File: src/rtl/vls_pkg.sv
package vls_pkg;

  // Default schedule, in pixel-clock periods
  localparam int unsigned DEF_LEN_SINGLE = 2975;
  localparam int unsigned DEF_LEN_DUAL   = 1721;
  localparam int unsigned DEF_FIRST_EDGE = 84;
  localparam int unsigned DEF_STEP       = 42;
  localparam int unsigned DEF_HIGH_STEPS = 5;
  localparam int unsigned DEF_NUM_PHASES = 4;
  localparam int unsigned DEF_HREAD_AT   = 460;

  // Modes latched once per line
  typedef struct packed {
    logic dual;
    logic sub;
  } line_mode_t;

  // Count at which phase k rises
  function automatic int unsigned phase_rise(int unsigned first, int unsigned step, int unsigned k);
    return first + k * step;
  endfunction

  // First count at which phase k is low again
  function automatic int unsigned phase_fall(int unsigned first, int unsigned step,
                                             int unsigned high_steps, int unsigned k);
    return first + (k + high_steps) * step;
  endfunction

endpackage

File: src/rtl/vls_line_counter.sv
module vls_line_counter
  import vls_pkg::*;
#(
  parameter int unsigned CW         = 12,
  parameter int unsigned LEN_SINGLE = DEF_LEN_SINGLE,
  parameter int unsigned LEN_DUAL   = DEF_LEN_DUAL
) (
  input  logic          clk,
  input  logic          rst_n,
  input  logic          start_i,
  input  line_mode_t    mode_i,
  output logic          busy_o,
  output logic [CW-1:0] cnt_o,
  output line_mode_t    mode_q_o,
  output logic          last_o
);

  localparam logic [CW-1:0] LAST_SINGLE = CW'(LEN_SINGLE - 1);
  localparam logic [CW-1:0] LAST_DUAL   = CW'(LEN_DUAL - 1);

  logic          busy_q;
  logic [CW-1:0] cnt_q;
  line_mode_t    mode_q;
  logic [CW-1:0] limit;
  logic          at_last;

  assign limit   = mode_q.dual ? LAST_DUAL : LAST_SINGLE;
  assign at_last = busy_q && (cnt_q == limit);

  always_ff @(posedge clk or negedge rst_n) begin
    if (!rst_n) begin
      busy_q <= 1'b0;
      cnt_q  <= '0;
      mode_q <= '0;
    end else if (!busy_q) begin
      if (start_i) begin
        busy_q <= 1'b1;
        cnt_q  <= '0;
        mode_q <= mode_i;
      end
    end else if (at_last) begin
      busy_q <= 1'b0;
      cnt_q  <= '0;
    end else begin
      cnt_q <= cnt_q + 1'b1;
    end
  end

  assign busy_o   = busy_q;
  assign cnt_o    = cnt_q;
  assign mode_q_o = mode_q;
  assign last_o   = at_last;

endmodule

File: src/rtl/vls_phase_bank.sv
module vls_phase_bank
  import vls_pkg::*;
#(
  parameter int unsigned CW         = 12,
  parameter int unsigned NUM_PHASES = DEF_NUM_PHASES,
  parameter int unsigned FIRST_EDGE = DEF_FIRST_EDGE,
  parameter int unsigned STEP       = DEF_STEP,
  parameter int unsigned HIGH_STEPS = DEF_HIGH_STEPS
) (
  input  logic                  busy_i,
  input  logic [CW-1:0]         cnt_i,
  input  logic                  sub_i,
  output logic [NUM_PHASES-1:0] phase_o,
  output logic                  xfer_o
);

  for (genvar k = 0; k < NUM_PHASES; k++) begin : g_phase
    localparam logic [CW-1:0] RISE = CW'(phase_rise(FIRST_EDGE, STEP, k));
    localparam logic [CW-1:0] FALL = CW'(phase_fall(FIRST_EDGE, STEP, HIGH_STEPS, k));
    assign phase_o[k] = busy_i && (cnt_i >= RISE) && (cnt_i < FALL);
  end

  // Transfer gate mirrors the first phase unless sub-sampling
  assign xfer_o = phase_o[0] && !sub_i;

endmodule

File: src/rtl/vls_event_tap.sv
module vls_event_tap
  import vls_pkg::*;
#(
  parameter int unsigned CW       = 12,
  parameter int unsigned HREAD_AT = DEF_HREAD_AT
) (
  input  logic          busy_i,
  input  logic [CW-1:0] cnt_i,
  input  logic          last_i,
  output logic          sync_o,
  output logic          hread_o,
  output logic          done_o
);

  localparam logic [CW-1:0] HREAD_CNT = CW'(HREAD_AT);

  assign sync_o  = busy_i && (cnt_i == '0);
  assign hread_o = busy_i && (cnt_i == HREAD_CNT);
  assign done_o  = last_i;

endmodule

File: src/rtl/vline_shift_gen.sv
module vline_shift_gen
  import vls_pkg::*;
#(
  parameter int unsigned LEN_SINGLE = DEF_LEN_SINGLE,
  parameter int unsigned LEN_DUAL   = DEF_LEN_DUAL,
  parameter int unsigned FIRST_EDGE = DEF_FIRST_EDGE,
  parameter int unsigned STEP       = DEF_STEP,
  parameter int unsigned HIGH_STEPS = DEF_HIGH_STEPS,
  parameter int unsigned NUM_PHASES = DEF_NUM_PHASES,
  parameter int unsigned HREAD_AT   = DEF_HREAD_AT
) (
  input  logic                  clk,
  input  logic                  rst_n,
  input  logic                  line_start,
  input  logic                  dual_out_mode,
  input  logic                  subsample,
  output logic [NUM_PHASES-1:0] img_phase,
  output logic                  xfer_gate,
  output logic                  line_sync,
  output logic                  hread_start,
  output logic                  line_done,
  output logic                  busy
);

  localparam int unsigned MAX_LEN = (LEN_SINGLE > LEN_DUAL) ? LEN_SINGLE : LEN_DUAL;
  localparam int unsigned CW      = $clog2(MAX_LEN + 1);

  line_mode_t    mode_in;
  line_mode_t    mode_q;
  logic [CW-1:0] cnt;
  logic          at_last;

  assign mode_in.dual = dual_out_mode;
  assign mode_in.sub  = subsample;

  vls_line_counter #(
    .CW         (CW),
    .LEN_SINGLE (LEN_SINGLE),
    .LEN_DUAL   (LEN_DUAL)
  ) u_counter (
    .clk      (clk),
    .rst_n    (rst_n),
    .start_i  (line_start),
    .mode_i   (mode_in),
    .busy_o   (busy),
    .cnt_o    (cnt),
    .mode_q_o (mode_q),
    .last_o   (at_last)
  );

  vls_phase_bank #(
    .CW         (CW),
    .NUM_PHASES (NUM_PHASES),
    .FIRST_EDGE (FIRST_EDGE),
    .STEP       (STEP),
    .HIGH_STEPS (HIGH_STEPS)
  ) u_phases (
    .busy_i  (busy),
    .cnt_i   (cnt),
    .sub_i   (mode_q.sub),
    .phase_o (img_phase),
    .xfer_o  (xfer_gate)
  );

  vls_event_tap #(
    .CW       (CW),
    .HREAD_AT (HREAD_AT)
  ) u_events (
    .busy_i  (busy),
    .cnt_i   (cnt),
    .last_i  (at_last),
    .sync_o  (line_sync),
    .hread_o (hread_start),
    .done_o  (line_done)
  );

endmodule

File: config.mk
export PLATFORM = sky130hd
export DESIGN_NAME = vline_shift_gen
export DESIGN_NICKNAME = d
export VERILOG_FILES = /design/src/rtl/vls_pkg.sv /design/src/rtl/vls_line_counter.sv /design/src/rtl/vls_phase_bank.sv /design/src/rtl/vls_event_tap.sv /design/src/rtl/vline_shift_gen.sv
export SDC_FILE = /design/constraint.sdc
export NUM_CORES = 1
export LEC_CHECK = 0
export BUFFER_PORTS_ARGS = -buffer_cell sky130_fd_sc_hd__buf_2
export CAP_MARGIN = 10
export CORE_ASPECT_RATIO = 1.25
export CORE_MARGIN = 2
export CORE_UTILIZATION = 61
export DETAILED_ROUTE_END_ITERATION = 8
export PLACE_DENSITY = 0.83
export SYNTH_ARGS = -nofsm -noshare
export SYNTH_HDL_FRONTEND = slang
export SYNTH_SLANG_ARGS = --single-unit
File: constraint.sdc
create_clock -name clk -period 2.43 [get_ports clk]
set_input_delay 0.1215 -clock clk [delete_from_list [all_inputs] [get_ports clk]]
set_output_delay 0.1215 -clock clk [all_outputs]
set_load 0.01 [all_outputs]
# Yosys cells after proc, flatten, opt, wreduce, memory -nomap -nowiden
# Index checks and enable logic that the tools add are counted.
[op_classes]
n_addsub = 1
order_cmp = 8
eq_ne = 2
muxes = 7
n_bitwise = 1
n_reduce_logical = 16
[ops]
columns = ["operator", "count"]
rows = [
  ["12-bit by 9-bit less-than comparator with 1-bit output, second input constant", 4],
  ["12-bit two-way mux", 4],
  ["12-bit by 7-bit greater-or-equal comparator with 1-bit output, second input constant", 2],
  ["12-bit by 8-bit greater-or-equal comparator with 1-bit output, second input constant", 2],
  ["12-bit by 1-bit adder with 12-bit output, second input constant", 1],
  ["12-bit equality test", 1],
  ["12-bit by 9-bit equality test with 1-bit output, second input constant", 1],
  ["1-bit logical AND", 12],
  ["12-bit zero test", 1],
  ["1-bit two-way mux", 3],
  ["2-bit AND reduction", 1],
  ["2-bit nonzero test", 1],
  ["1-bit zero test", 1],
  ["1-bit inverter", 1],
]
[totals]
reg_bits = 15
input_bits = 5
word_cells = 39

# Logic depth before layout (Yosys ltp)
[depth]
ltp_word = 5
ltp_mapped = 5

# Cells and area by module
# Synthesis repeated with hierarchy kept, for this count alone.
[unflattened]
cells_unflattened = 128
area_unflattened_um2 = 1128.6
[by_module_without_submodules]
columns = ["module", "n_inst", "cells_each", "area_per_inst_um2", "seq_area_each_um2"]
rows = [
  ["vls_line_counter", 1, 89, 863.3, 375.4],
  ["vls_phase_bank", 1, 31, 191.4, 0.0],
  ["vls_event_tap", 1, 8, 73.8, 0.0],
]

# Worst setup path after synthesis
# Ideal clock, no wire load.
[synth_path]
path_type = "flip-flop to output port"
from = "reg u_counter.cnt_q[9] (netlist: u_counter.cnt_o[9])"
to = "out xfer_gate"
arrival_time_ns = 1.533
required_ns = 2.309
slack_ns = 0.775
path_stages_with_launch = 4
path_cell_list = "dfrtp_1 > or3_1 > or2_1 > nor4_1"
[synth_via]
elab_chain_len = 4
[synth_lines]
columns = ["element", "line", "text"]
rows = [
  ["from (decl)", "vls_line_counter.sv:22", "logic [CW-1:0] cnt_q;"],
  ["from (signal assigned)", "vls_line_counter.sv:45", "cnt_q <= cnt_q + 1'b1;"],
  ["12-bit by 7-bit greater-or-equal comparator with 1-bit output", "vls_phase_bank.sv:20", "assign phase_o[k] = busy_i && (cnt_i >= RISE) && (cnt_i < FALL);"],
  ["1-bit logical AND", "vls_phase_bank.sv:20", ""],
  ["1-bit logical AND *", "vls_phase_bank.sv:20", ""],
  ["1-bit logical AND *", "vls_phase_bank.sv:24", "assign xfer_o = phase_o[0] && !sub_i;"],
  ["to (decl)", "vline_shift_gen.sv:18", "output logic xfer_gate,"],
]
# Every way passes the cells marked *; elsewhere a longest branch is shown, timed or not.

# Final worst setup path
[layout_path]
from = "reg u_counter.cnt_q[10] (netlist: u_counter.cnt_o[10])"
to = "out line_sync"
[layout_via]
elab_chain_len = 2
[layout_lines]
columns = ["element", "line", "text"]
rows = [
  ["12-bit zero test", "vls_event_tap.sv:17", "assign sync_o = busy_i && (cnt_i == '0);"],
  ["1-bit logical AND", "vls_event_tap.sv:17", ""],
  ["to (decl)", "vline_shift_gen.sv:19", "output logic line_sync,"],
]
# Every way passes these cells.

==> flow_summary.ini <==
[status]
status = finished clean

[sta]
finClkSkew_ns = 0.00677
period_needed_ns = 2.11
whs_ns = 0.0600
relSlewSlack_pct = 71.6
rsz0062_at_grt = false
fmax_mhz = 473
slew_violations = 0
setup_viol_count_final = 0
tns_ns = 0
hold_viol_final = 0
worstMarginPinSlew_ns = 0.427
fin_crit_sh_pct = 87.0

[global_routing]
top_usage_layer = met2
grt-ovfl-total = 0
antenna_found_initial = 0
grt_pass1_vias = 1095
grt_usage_pct = 27.9
met2_usage_pct = 49.0
grt_pass1_wl_mm = 4.75
grt_max_degree = 16
grtUsageMet1_pct = 33.6
gr-usage-met3_pct = 3.47

[floorplan]
dieArea_mm2 = 0.00221
die_w_um = 42.4
io_pins = 14
die-height_um = 52.0
core_area_mm2 = 0.00174
start_util_pct = 64.5
num_rows = 17

[critical_path]
endpoint_kind = output port
reg2reg_setup_slack_ns = 0.55
rr_endpoint = u_counter.cnt_o[10]
cp_data_arrival_time_ns = 1.99
crit_fanout = 8
critPathKind = flop to output port
critPathRequiredTime_ns = 2.31
r2r-start = u_counter.cnt_o[1]
startpoint_type = flop
r2r_cells = 5

[hold_path]
hp-class = primary input to flop
min_to = u_counter.mode_q_o[0]
min_from = subsample
hold_path_depth = 2

[logic_synthesis]
synth_seq_cells = 15
synth.distinct_cells = 46
ys.flop_type = dfrtp_1
synthCells = 141
synth_fp_nets = 148
synth_edf_count = 0
syn_area_per_cell_um2 = 7.98
async_reset_ff_share_pct = 100
syn_area_mm2 = 0.00112
yosys_warnings = 0
synth_seq_area_share_pct = 33.4

[final_layout]
fillers = 140
nets = 158
syn_to_final_growth_pct = 7.68
multi_input_area_um2 = 662
regArea_um2 = 375
drive_gt1_share_pct = 18.7
fin_util_pct = 69.4
n_antenna_cell = 0

[cts]
cts_buffer_depth = 2
root_buffer = clkbuf_4
cts_tree = done
post_cts_buffers = 0
htreeDepth = 1
cts_hold_buf = 1
clk_pin_slew_worst_paths_ns = 0.09
cts_resized = 0
numCtsBuffers = 3
cts_sinks = 15
clkLatencyLatePin_ns = 0.29

[power]
vdd_drop_max_mv = 0.662
p_per_area_mw_per_mm2 = 841
power_w = 0.00102
p_leak_nw = 0.493

[drt]
totalWireLength_mm = 2.71
ant_nets = 0
route.vias.total = 1146
wl_per_cell_um = 16.1
drt_iter0_drc = 33
dr.pass1.iters = 4
drc = 0
via_per_inst = 6.78

[placed_design]
place_hpwl_mm = 1.98
numPortBuffers = 13
gp_congestion = 0.886

[flow_run]
max_cap_viol_count = 0
## power by group
| part | switching [W] | leakage, nW | internal [W] | total, W |
|---|---|---|---|---|
| registers | 0.000186 | 0.186 | 0.000312 | 0.000498 |
| clock network | 0.0000836 | 0.0150 | 0.0000639 | 0.000148 |
| logic | 0.000209 | 0.292 | 0.000164 | 0.000373 |
## cell type report
type,instances,area share (%)
clock buffer,4,2.17
inverter,11,3.41
multi-input combinational,105,54.6
sequential,15,31.0
tap,19,1.96
timing repair buffer,15,6.82
## worst max-delay path by stage
stage	slack (ns)	endpoint	start
2_1_floorplan	0.78	xfer_gate	u_counter.cnt_o[9]
3_3_place_gp	0.63	u_counter.cnt_o[10]	u_counter.cnt_o[1]
5_1_grt	0.23	line_sync	u_counter.cnt_o[10]
4_1_cts	0.33	line_sync	u_counter.cnt_o[10]
3_5_place_dp	0.58	u_counter.cnt_o[10]	u_counter.cnt_o[1]
6_report	0.32	line_sync	u_counter.cnt_o[10]
## cells in the final DEF, fill, tap and decap left out, types with 2 or more instances in the layout
cell type	instances
a31oi_1	4
nand4_1	2
clkbuf_4	3
a22oi_1	2
a21oi_1	6
o31ai_1	2
inv_1	11
ha_1	2
o21ai_0	15
nor3_1	6
nor4_1	5
or3_1	3
o2111ai_1	3
buf_2	13
nand2_1	19
mux2_2	2
dfrtp_1	15
nor2_1	5
nand3_1	4
## synthesized netlist by cell type, drive strengths merged, types with 2 or more instances
master | instances | area (um^2)
clkbuf | 4 | 15.0
nor2 | 5 | 18.8
o21ai | 16 | 83.8
o2111ai | 3 | 26.3
nand4 | 2 | 12.5
nand2 | 19 | 71.3
a31oi | 4 | 25.0
ha | 2 | 25.0
o311ai | 2 | 25.0
dfrtp | 15 | 375
or3 | 4 | 30.0
nand3 | 5 | 30.0
nor4 | 6 | 43.8
a21oi | 6 | 30.0
nor3 | 6 | 30.0
mux2 | 2 | 22.5
buf | 6 | 31.3
a22oi | 2 | 15.0
or2 | 2 | 12.5
o31ai | 2 | 15.0
inv | 11 | 41.3
## per-stage QoR
stage	cells	setup WS [ns]	instance area, um^2
2_1_floorplan	141	0.775	1120
3_3_place_gp	164	0.628	1170
3_5_place_dp	164	0.580	1170
4_1_cts	169	0.330	1210
5_1_grt	169	0.228	1210
6_report	169	0.316	1210
## logic make-up (layout without fill, tap and decap cells)
group                      count (synthesis)  in the layout  synth area share (%)
muxes                                      2              2                  2.00
and+or+nand+nor                           58             58                  29.3
adders and majority gates                  2              2                  2.22
buffers and inverters                     21             30                  7.79
xor gates and xnor gates                   1              1                 0.779
DFF                                       15             15                  33.4
AOI/OAI and AO/OA                         42             42                  24.6
## layer usage
metal,part of all wire [%],up-vias
met4,0.81,0
met1,40,546
met3,7.2,3
met5,0,-
li1,-,545
met2,52,52
## worst max-delay path: stages (launching register included)
cell and delay [ns]:
dfrtp_1 0.49, or3_1 0.43, or3_4 0.36, nor4_2 0.25, buf_2 0.17
## registers in the layout (all words and copies together), names as in the netlist
name                count
u_counter.busy_o        1
u_counter.cnt_o        12
u_counter.mode_q_o      2
Note: power is estimated with default switching activity, not from simulation.
